## src/rtl/edge_irq_pkg.sv

```systemverilog
package edge_irq_pkg;

    typedef enum logic [1:0] {
        OP_NONE  = 2'b00,
        OP_READ  = 2'b01,
        OP_RDCLR = 2'b10,
        OP_ARM   = 2'b11
    } op_e;

    typedef enum logic [1:0] {
        ST_IDLE   = 2'b00,
        ST_ARMED  = 2'b01,
        ST_POSTED = 2'b10
    } irq_state_e;

endpackage

```

## src/rtl/edge_irq_sync.sv

```systemverilog
module edge_irq_sync #(
    parameter int W           = 16,
    parameter int SYNC_STAGES = 2
) (
    input  logic         clk,
    input  logic         rst_n,
    input  logic [W-1:0] din,
    output logic [W-1:0] lvl,
    output logic [W-1:0] rise
);
    localparam int LAST = SYNC_STAGES - 1;

    logic [W-1:0] stg [SYNC_STAGES];
    logic [W-1:0] prev_q;

    always_ff @(posedge clk or negedge rst_n) begin
        if (!rst_n) begin
            for (int i = 0; i < SYNC_STAGES; i++) stg[i] <= '0;
            prev_q <= '0;
        end else begin
            stg[0] <= din;
            for (int i = 1; i < SYNC_STAGES; i++) stg[i] <= stg[i-1];
            prev_q <= stg[LAST];
        end
    end

    assign lvl  = stg[LAST];
    assign rise = stg[LAST] & ~prev_q;

endmodule

```

## src/rtl/edge_irq_hist.sv

```systemverilog
module edge_irq_hist #(
    parameter int W = 16
) (
    input  logic         clk,
    input  logic         rst_n,
    input  logic         feat_rst,
    input  logic [W-1:0] rise,
    input  logic         rd_req,
    input  logic         clr_req,
    output logic [W-1:0] hist_q,
    output logic [W-1:0] rd_data,
    output logic         rd_valid
);
    logic [W-1:0] hist_nxt;

    always_comb begin
        hist_nxt = (clr_req ? '0 : hist_q) | rise;
    end

    always_ff @(posedge clk or negedge rst_n) begin
        if (!rst_n) begin
            hist_q   <= '0;
            rd_data  <= '0;
            rd_valid <= 1'b0;
        end else if (feat_rst) begin
            hist_q   <= '0;
            rd_data  <= '0;
            rd_valid <= 1'b0;
        end else begin
            hist_q   <= hist_nxt;
            rd_valid <= rd_req | clr_req;
            if (rd_req | clr_req) rd_data <= hist_q;
        end
    end

endmodule

```

## src/rtl/edge_irq_fsm.sv

```systemverilog
module edge_irq_fsm
    import edge_irq_pkg::*;
(
    input  logic clk,
    input  logic rst_n,
    input  logic feat_rst,
    input  logic arm_req,
    input  logic clr_req,
    input  logic any_rise,
    output logic irq,
    output logic armed
);
    irq_state_e state_q, state_nxt;

    always_ff @(posedge clk or negedge rst_n) begin
        if (!rst_n)        state_q <= ST_IDLE;
        else if (feat_rst) state_q <= ST_IDLE;
        else               state_q <= state_nxt;
    end

    always_comb begin
        state_nxt = state_q;
        unique case (state_q)
            ST_IDLE:   if (arm_req)  state_nxt = ST_ARMED;
            ST_ARMED:  if (any_rise) state_nxt = ST_POSTED;
            ST_POSTED: if (clr_req && !any_rise) state_nxt = ST_ARMED;
            default:   state_nxt = ST_IDLE;
        endcase
    end

    always_comb begin
        irq   = 1'b0;
        armed = 1'b0;
        unique case (state_q)
            ST_IDLE:   ;
            ST_ARMED:  armed = 1'b1;
            ST_POSTED: begin
                armed = 1'b1;
                irq   = 1'b1;
            end
            default:   ;
        endcase
    end

endmodule

```

## src/rtl/edge_irq_latch.sv

```systemverilog
module edge_irq_latch
    import edge_irq_pkg::*;
#(
    parameter int WIDTH       = 16,
    parameter int SYNC_STAGES = 2
) (
    input  logic             clk,
    input  logic             rst_n,
    input  logic             feat_rst,
    input  logic [WIDTH-1:0] din,
    input  logic [1:0]       cmd_op,
    output logic [WIDTH-1:0] hist_rd_data,
    output logic             rd_valid,
    output logic [WIDTH-1:0] live_lvl,
    output logic             irq
);
    logic [WIDTH-1:0] rise;
    logic [WIDTH-1:0] hist_q;
    logic             rd_req, clr_req, arm_req;
    logic             armed;

    always_comb begin
        rd_req  = 1'b0;
        clr_req = 1'b0;
        arm_req = 1'b0;
        unique case (op_e'(cmd_op))
            OP_NONE:  ;
            OP_READ:  rd_req  = 1'b1;
            OP_RDCLR: clr_req = 1'b1;
            OP_ARM:   arm_req = 1'b1;
            default:  ;
        endcase
    end

    edge_irq_sync #(.W(WIDTH), .SYNC_STAGES(SYNC_STAGES)) sync_i (
        .clk  (clk),
        .rst_n(rst_n),
        .din  (din),
        .lvl  (live_lvl),
        .rise (rise)
    );

    edge_irq_hist #(.W(WIDTH)) hist_i (
        .clk     (clk),
        .rst_n   (rst_n),
        .feat_rst(feat_rst),
        .rise    (rise),
        .rd_req  (rd_req),
        .clr_req (clr_req),
        .hist_q  (hist_q),
        .rd_data (hist_rd_data),
        .rd_valid(rd_valid)
    );

    edge_irq_fsm fsm_i (
        .clk     (clk),
        .rst_n   (rst_n),
        .feat_rst(feat_rst),
        .arm_req (arm_req),
        .clr_req (clr_req),
        .any_rise(|rise),
        .irq     (irq),
        .armed   (armed)
    );

endmodule

```

## config.mk

```make
export PLATFORM = sky130hd
export DESIGN_NAME = edge_irq_latch
export DESIGN_NICKNAME = d
export VERILOG_FILES = /design/src/rtl/edge_irq_pkg.sv /design/src/rtl/edge_irq_sync.sv /design/src/rtl/edge_irq_hist.sv /design/src/rtl/edge_irq_fsm.sv /design/src/rtl/edge_irq_latch.sv
export SDC_FILE = /design/constraint.sdc
export NUM_CORES = 1
export LEC_CHECK = 0
export ABC_AREA = 0
export BUFFER_PORTS_ARGS = -buffer_cell sky130_fd_sc_hd__buf_2
export CORE_UTILIZATION = 50
export CTS_CLUSTER_DIAMETER = 120
export DETAILED_ROUTE_END_ITERATION = 10
export GPL_ROUTABILITY_DRIVEN = 1
export PLACE_DENSITY = 0.71
export SYNTH_ARGS = -nofsm -noshare
export SYNTH_HDL_FRONTEND = slang
export SYNTH_SLANG_ARGS = --single-unit
```

## constraint.sdc

```tcl
create_clock -name clk -period 2.4 [get_ports clk]
set_input_delay 0.36 -clock clk [delete_from_list [all_inputs] [get_ports clk]]
set_output_delay 0.36 -clock clk [all_outputs]
set_load 0.05 [all_outputs]
```

==> impl_results.md, run 1 <==
* Clock tree sinks at 83
* Leakage power at 1.674 nW
* Final hold violation count at 0
* Top-count cell post-synth: dfrtp_1
* ANT cells at 0
* Worst vdd ir at 504.8 uV
* Fillers at 430
* Delay of the slowest critical-path stage at between 0.3 and 0.4 ns
* 1st-iter DRT viols at 93
* Total setup buffers inserted after CTS at 0
* DRC viols at 0
* RSZ-0062 raised after global routing: no
* Final net count at 273
* P_int at approximately 2.3 mW
* Gr ovfl total at 0
* Flop pwr share at 50.3%
* DIE WIDTH at 77.74 um
* EDFF count, synth at 0
* Vias at around 1500
* PortBufs at 54
* Final Util at about three fifths
* Critical path class: reg -> out
* Via/cell ratio at between 4 and 5
* Fin crit share at approximately 69%
* Syn Area/Cell at 14.13 sq um
* Core area at roughly 5500 sq um
* Top cell type by total area after synthesis: dfrtp_1
* Crit path buf inv count at 1
* Ports at 55
* Layout cells sized above 1 at 32.16%
* Least-Margin Pin Slew at 0.6445 ns
* CP delay by family, top: flip-flops
* CP Cell Sequence: nor2b_1 -> buf_2
* Max Fclk at 603.2 MHz
* Clock latency on the worst-skew pair at 0.34 ns
* Max Cap Violations at 0
* Post-CTS sizing at 0
* Setup crit end kind: primary output
* P_sw at 0.7371 mW
* Net Sw Frac at 24.61%
* Synth Warn # at 0
* Worst r2r path cells at 4
* Max FO, Critical Path at 4
* Setup_tns at 0 ns
* Worst EP arrival at around 1.3 ns
* GP Congestion at 0.6788
* Status: finished, final reports clean
* # setup viols final at 0
* Period minus WS final at 1.658 ns
* WP depth at 2
* WHS Path Cells at 1
* Post-route ant nets at 0
* Seq/Total Area, Yosys at 72.43%
* Mapped cell area at 2868 sq um
* Top cells by count, synth: dfrtp_1 (83), nand2b_1 (28), nor2_1 (18)
* Clk slew on worst S/H paths at 0.08 ns
* Antenna violations before repair at 0
* Yosys top cell area share at 72.43%
* WL/cell at 13.80 um
* Tot GR Track Use at 16.68%
* Cell variety after synth at 18
* TritonCTS clock tree: built
* First-pass GRT wire length at 7410 um
* Worst hold path type: in -> reg
* Cts-stage hold buffer count at 1
* CTS root buffer: clkbuf_8
* Clock Skew at around 0.0047 ns
* Vias in the first global route at about 1500
* Ys flop type: dfrtp_1
* Num CTS Buffers at 9
* Max Buffers Root-to-Sink at 2
* Die area at 6043 sq um
* Critical path's slowest cell: dfrtp_1
* Startpoint types: register
* Top post-synthesis cells by area: dfrtp_1 (72%), nand2b_1 (6.1%), mux2i_1 (5.6%)
* Final Slew Violations at 0
* Final hold slack at 0.1195 ns
* Cell Rows at 27
* Logic pwr share at under 10%
* Clk pwr share at 39.9%
* CP required at 2.04 ns
* Htree depth at 3
* Synth Register Bits at 83
* DRT Wirelength at 4512 um
* Synthesized net count at approximately 230
* Slew HR at a little under three fifths
* Ys async rst share at between 90% and 100%
* DP HPWL at 2921 um
* Initial Util at 52.08%
* PD cells at roughly 890 nW/um^2
* Area Growth Syn to Fin at 17.50%
* Syn Inst Count at 203
* DRT Pass-1 Iters at 4
* Pin count of the biggest net entering global routing at 40
* Die height at 77.74 um
-- layout by cell type (no fill, tap or decap) --
cell type / count
inv_1: 1
or4_4: 1
nor2_1: 18
a21oi_1: 17
mux2i_1: 16
buf_2: 53
nand2b_2: 4
or4b_2: 1
inv_6: 2
dlygate4sd3_1: 1
clkinv_4: 1
buf_4: 5
o31ai_2: 1
clkinvlp_4: 1
ha_1: 2
o21ba_2: 1
nor2b_1: 2
clkbuf_8: 9
dfrtp_1: 83
nand2b_1: 28
a22o_1: 1
bufinv_16: 3
nand4_1: 4
-- area by class of cell --
class,instances,area (sq um),share of cell area (%)
well taps,72,90.09,2.674
repair buffers,59,312.8,9.283
flip-flops and latches,83,2077,61.64
clock buffers,9,123.9,3.676
inverters,1,3.754,0.1114
multi-input cells,96,638.1,18.94
clock inverters,7,123.9,3.676
-- path summary, 6_finish.rpt --
| path | start | to | slack (ns) |
|---|---|---|---|
| max in group asynchronous | rst_n | sync_i.prev_q[2] | 1.27 |
| max reg2reg | sync_i.lvl[7] | fsm_i.state_q[1] | 0.91 |
| min | din[7] | sync_i.stg[23] | 0.12 |
| min in group asynchronous | rst_n | hist_i.rd_data[9] | 0.52 |
| min reg2reg | sync_i.stg[20] | sync_i.lvl[4] | 0.35 |
| max | fsm_i.state_q[0] | irq | 0.74 |
-- registers in the layout (all words and copies together) (netlist names) --
register	cells
sync_i.prev_q	16
fsm_i.state_q	2
hist_i.hist_q	16
hist_i.rd_data	16
sync_i.stg	16
hist_i.rd_valid	1
sync_i.lvl	16
-- power groups by stage --
stage	Clock, mW	Sequential (mW)	Combinational, mW
after floorplan	0	1.57	0.177
after global placement	0	1.53	0.293
after detailed placement	0	1.53	0.297
after CTS	1.22	1.51	0.300
after global routing	1.27	1.52	0.319
final	1.19	1.51	0.295
-- stage by stage --
stage	area, sq um	instances	power (mW)	setup WS, ns
floorplan	2868	203	1.747	0.7797
global placement	3112	310	1.822	0.8087
detailed placement	3112	310	1.831	0.7944
CTS	3369	327	3.028	0.7511
global route	3369	327	3.103	0.7233
finish	3369	327	2.996	0.7421
-- kinds of logic after synthesis --
group	synth area share [%]
mux	5.585
compound gates	4.058
buf+inv	5.323
simple gates	11.74
flops	72.43
fa+ha+maj	0.8725
-- layer usage --
layer / share of wire, % / GRT usage (%) / up-vias / wire length, um
li1: - / - / 744 / -
met1: 46 / 22.06 / 734 / 2083
met2: 47 / 25.31 / 39 / 2112
met3: 4.5 / 4.353 / 9 / 205
met4: 2.4 / 9.057 / 0 / 110
met5: 0 / 0 / - / 0
Power figures use the tool's default switching activity.
==> inputs of run 2 (changes only) <==
Clock period 2.4 ns to 1.6 ns, I/O delays scaled along.
==> impl_results.md, run 2 (synthesized netlist as in run 1, its figures left out) <==
* GP Congestion at 0.7513
* Met2 Usage GRT at between 20% and 30%
* Tot Pwr at 4.210 mW
* Final hold violation count at 0
* First-pass GRT wire length at 7203 um
* PortBufs at 54
* Slew HR at 75.23%
* Clk pwr share at 34.8%
* Final hold slack at 0.2123 ns
* Worst hold path type: in -> reg
* Post-route cell area at 3520 sq um
* Flop pwr share at 53.6%
* Fillers at between 400 and 500
* Placed cell area at 3147 sq um
* Die area at 6043 sq um
* Clk slew on worst S/H paths at ~0.070 ns
* Status: finished, final reports clean
* ANT cells at 0
* Pin count of the biggest net entering global routing at 54
* Worst r2r path cells at 4
* Final Slew Violations at 0
* Vias in the first global route at around 1500
* Max FO, Critical Path at 3
* Global-route track usage on met3 at 3.647%
* FF-to-FF End: fsm_i.state_q[1]
* DRT Wirelength at about 4300 um
* DIE WIDTH at 77.74 um
* Ports at 55
* Worst r2r src: sync_i.lvl[15]
* P_sw at roughly 1.1 mW
* Startpoint types: register
* Clock tree sinks at 83
* Max Cap Violations at 0
* Core area at 5507 sq um
* Fin crit share at between 90% and 100%
* WHS Path Cells at 3
* Placed Cells at 311
* CP required at 1.83 ns
* FF-to-FF setup slack at 0.13 ns
* 1st-iter DRT viols at approximately 100
* Setup crit end kind: register
* Final Util at 63.92%
* Most common cell after layout, fill and taps aside: dfrtp_1
* PD cells at 1196 nW/um^2
* Clock latency on the worst-skew pair at 0.34 ns
* DRC viols at 0
* # setup viols final at 0
* Htree depth at 3
* Gr ovfl total at 0
* Die height at 77.74 um
* Worst vdd ir at 717.8 uV
* Max Buffers Root-to-Sink at 2
* Final net count at 290
* Num CTS Buffers at 9
* P_int at 3.139 mW
* DRT Pass-1 Iters at 6
* Setup_tns at 0 ns
* Period minus WS final at 1.470 ns
* Critical path class: reg -> reg
* CTS root buffer: clkbuf_8
* RSZ-0062 raised after global routing: no
* Most frequent cells in the layout: dfrtp_1 (83), buf_2 (53), nand2b_1 (28), nor2_1 (18)
* Total setup buffers inserted after CTS at 0
* Vias at ~1600
* DP HPWL at 2880 um
* Non-filler cells, final at between 300 and 400
* Clock Skew at 0.01114 ns
* Leakage power at between 1.5 and 2 nW
* GRT busiest layer: met2
* Worst EP arrival at between 1.5 and 2 ns
* Placement Setup Slack at between 0.1 and 0.15 ns
* Post-route ant nets at 0
* Final WS setup at approximately 0.13 ns
* Grt met1 use at 22.65%
* Initial Util at 52.08%
* Logic pwr share at 11.6%
* Layout cells sized above 1 at 30.88%
* Via/cell ratio at 4.541
* Net Sw Frac at 25.44%
* Cell Rows at 27
* Hold_sp: feat_rst
* Least-Margin Pin Slew at 0.3716 ns
* Tot GR Track Use at 16.26%
* Area Growth Syn to Fin at 22.73%
* WL/cell at 12.63 um
* Antenna violations before repair at 0
* Max Fclk at 680.1 MHz
* Worst hold endpoint: fsm_i.state_q[0]
* TritonCTS clock tree: built
[run 2: cell count changes in the layout (fill, tap and decap cells not counted), sizes merged]
cell         before  now
dlygate4sd3       1   17
bufinv            3    1
clkbuf            9   10
clkinv            1    4
buf              58   59
inv               3    1
[run 2: what timing repair did]
action,in CTS,in global routing
endpoints found under the hold margin,40,0
gates resized for setup,0,0
hold buffers,17,0
[run 2: how the worst max path moves through the flow]
stage,to,cells after the start,startpoint
floorplan,fsm_i.state_q[1],4,sync_i.lvl[15]
finish,fsm_i.state_q[1],4,sync_i.lvl[15]
global placement,fsm_i.state_q[1],4,sync_i.lvl[3]
CTS,fsm_i.state_q[1],4,sync_i.lvl[1]
detailed placement,fsm_i.state_q[1],4,sync_i.lvl[1]
global route,fsm_i.state_q[1],4,sync_i.lvl[3]
[run 2: area by class of cell]
cell class,instances,area (sq um),share of cell area [%]
Multi-Input combinational cell,96,640.6,18.20
Clock inverter,6,65.06,1.849
Inverter,1,3.754,0.1066
Sequential cell,83,2077,59.01
Clock buffer,10,137.6,3.910
Tap cell,72,90.09,2.560
Timing Repair Buffer,76,505.5,14.36
[run 2: critical path, stage by stage, from the launching register on]
cell and delay (ns):
dfrtp_1 0.41, nand2b_2 0.08, nand4_1 0.11, or4_4 0.56, a22o_1 0.22
[run 2: power groups by stage]
stage          sequential (mW)  clock (mW)  combinational, mW
3_3_place_gp              2.29           0              0.459
2_1_floorplan             2.36           0              0.266
3_5_place_dp              2.30           0              0.462
5_1_grt                   2.27        1.58              0.526
4_1_cts                   2.26        1.51              0.495
6_report                  2.26        1.47              0.487
[run 2: layer usage]
metal  part of all wire (%)  vias up  routed length (um)
met5                      0        -                   0
met4                    1.6        0                  70
met3                    4.1        6                 176
met2                     45       39                1964
met1                     49      737                2134
li1                       -      780                   -
==> inputs of run 3 (changes only) <==
Settings changed: BUFFER_PORTS_ARGS -buffer_cell sky130_fd_sc_hd__buf_2 to default, DONT_BUFFER_PORTS from default to 1, PLACE_DENSITY 0.71 to 0.63.
==> impl_results.md, run 3 (synthesized netlist as in run 1, its figures left out) <==
* CP delay by family, top: simple AND/OR/NAND/NOR gates
* Cts-stage hold buffer count at 17
* Final Util at approximately three fifths
* Max Fclk at 670.4 MHz
* DRT Wirelength at 4693 um
* GP Congestion at 0.7842
* Worst vdd ir at 770.9 uV
* Clock Skew at 0.007230 ns
* DRC viols at 0
* Ports at 55
* Max FO, Critical Path at 2
* Num CTS Buffers at 9
* Slew HR at 21.43%
* Final Slew Violations at 0
* Final WS setup at 0.1083 ns
* Clk slew on worst S/H paths at 0.08 ns
* Worst EP arrival at 1.72 ns
* Least-Margin Pin Slew at 1.179 ns
* Critical path class: reg -> reg
* ANT cells at 0
* Critical path origin: sync_i.lvl[1]
* Max Buffers Root-to-Sink at 2
* Tot GR Track Use at 18.03%
* Max Cap Violations at 0
* Fin crit share at 93.23%
* Vias at between 1000 and 1500
* Clock tree sinks at 83
* Area Growth Syn to Fin at 15.31%
* TritonCTS clock tree: built
* Cell Rows at 27
* Vias in the first global route at roughly 1600
* DRT Pass-1 Iters at 4
* Die area at 6043 sq um
* WL/cell at approximately 15 um
* Post-route ant nets at 0
* First-pass GRT wire length at 8045 um
* Fillers at 419
* DP HPWL at 2964 um
* Final net count at 250
* Most frequent cells in the layout: dfrtp_1 (83), nand2b_1 (28), buf_4 (19), nor2_1 (18), a21oi_1 (17)
* Final hold slack at -0.4199 ns
* Startpoint types: register
* Pin count of the biggest net entering global routing at between 80 and 90
* Initial Util at 52.08%
* Leakage power at 1.551 nW
* Htree depth at 3
* RSZ-0062 raised after global routing: no
* Gr ovfl total at 0
* Failing checks: hold timing
* Tot Pwr at 4.020 mW
* Worst hold path type: in -> async
* Final hold violation count at 83
* Most common cell after layout, fill and taps aside: dfrtp_1
* Core area at approximately 5500 sq um
* PD cells at 1216 nW/um^2
* Via/cell ratio at 4.885
* Worst r2r src: sync_i.lvl[1]
* CP required at roughly 1.8 ns
* Status: finished with violations
* Placement Setup Slack at 0.1193 ns
* Die height at 77.74 um
* Critical path's slowest cell: or4_4
* Total setup buffers inserted after CTS at 0
* # setup viols final at 0
* 1st-iter DRT viols at between 100 and 150
* Crit path buf inv count at 0
* DIE WIDTH at roughly 80 um
* Clock latency on the worst-skew pair at roughly 0.34 ns
* Delay of the slowest critical-path stage at 0.56 ns
* PortBufs at 0
* Layout cells sized above 1 at between 10% and 20%
* CP Cell Sequence: nand2b_2 -> nand4_1 -> or4_4 -> a22o_1
* CTS root buffer: clkbuf_8
* Period minus WS final at around 1.5 ns
* Antenna violations before repair at 0
* Setup_tns at 0 ns
* Setup crit end kind: register
run 3: cell count changes in the layout (fill, tap and decap cells not counted):
cell / change
clkbuf_8: +1
buf_4: +15
dlymetal6s4s_1: +1
clkinvlp_4: +1
buf_12: -2
dlygate4sd3_1: -1
buf_2: -53
clkbuf_1: +1
bufinv_16: -1
clkinv_4: -2
run 3: repair_timing:
item / in CTS / in global routing
resized for setup: 0 / 1
hold endpoints to repair: 133 / 83
endpoints found under the setup margin: 0 / 22
run 3: power by group:
| group | internal (mW) | total [mW] | switching (mW) |
|---|---|---|---|
| combinational | 0.143 | 0.343 | 0.200 |
| sequential | 2.20 | 2.33 | 0.124 |
| clock | 0.644 | 1.35 | 0.705 |
| total | 2.99 | 4.02 | 1.03 |
run 3: final timing paths:
| check | depth (start not counted) | slack, ns | end |
|---|---|---|---|
| hold / removal | 0 | -0.42 | hist_i.rd_data[1] |
| min in group clk | 2 | 0.09 | fsm_i.state_q[0] |
| setup reg to reg | 4 | 0.11 | fsm_i.state_q[1] |
| max in group asynchronous | 0 | 1.88 | sync_i.lvl[15] |
| hold reg to reg | 0 | 0.35 | sync_i.lvl[4] |
| setup / recovery | 4 | 0.11 | fsm_i.state_q[1] |
run 3: area by class of cell:
cell class              instances  area (sq um)  share of cell area (%)
clock buffers                  12         155.1                   4.692
clock inverters                 4         25.02                  0.7567
inverters                       1         3.754                  0.1135
multi-input cells              96         640.6                   19.37
flip-flops and latches         83          2077                   62.81
well taps                      72         90.09                   2.724
repair buffers                 36         315.3                   9.535
run 3: stage by stage:
| stage | instance area, sq um | instances |
|---|---|---|
| 2_1_floorplan | 2870 | 203 |
| 4_1_cts | 3304 | 304 |
| 3_3_place_gp | 2954 | 271 |
| 5_1_grt | 3307 | 304 |
| 3_5_place_dp | 2954 | 271 |
| 6_report | 3307 | 304 |
run 3: layer usage:
metal | vias to the layer above | wire length (um) | track usage, % | share of wire (%)
met2 | 43 | 2234 | 26.81 | 48
met1 | 740 | 2104 | 23.39 | 45
met5 | - | 0 | 0 | 0
li1 | 695 | - | - | -
met3 | 7 | 296 | 7.059 | 6.3
met4 | 0 | 57 | 8.113 | 1.2
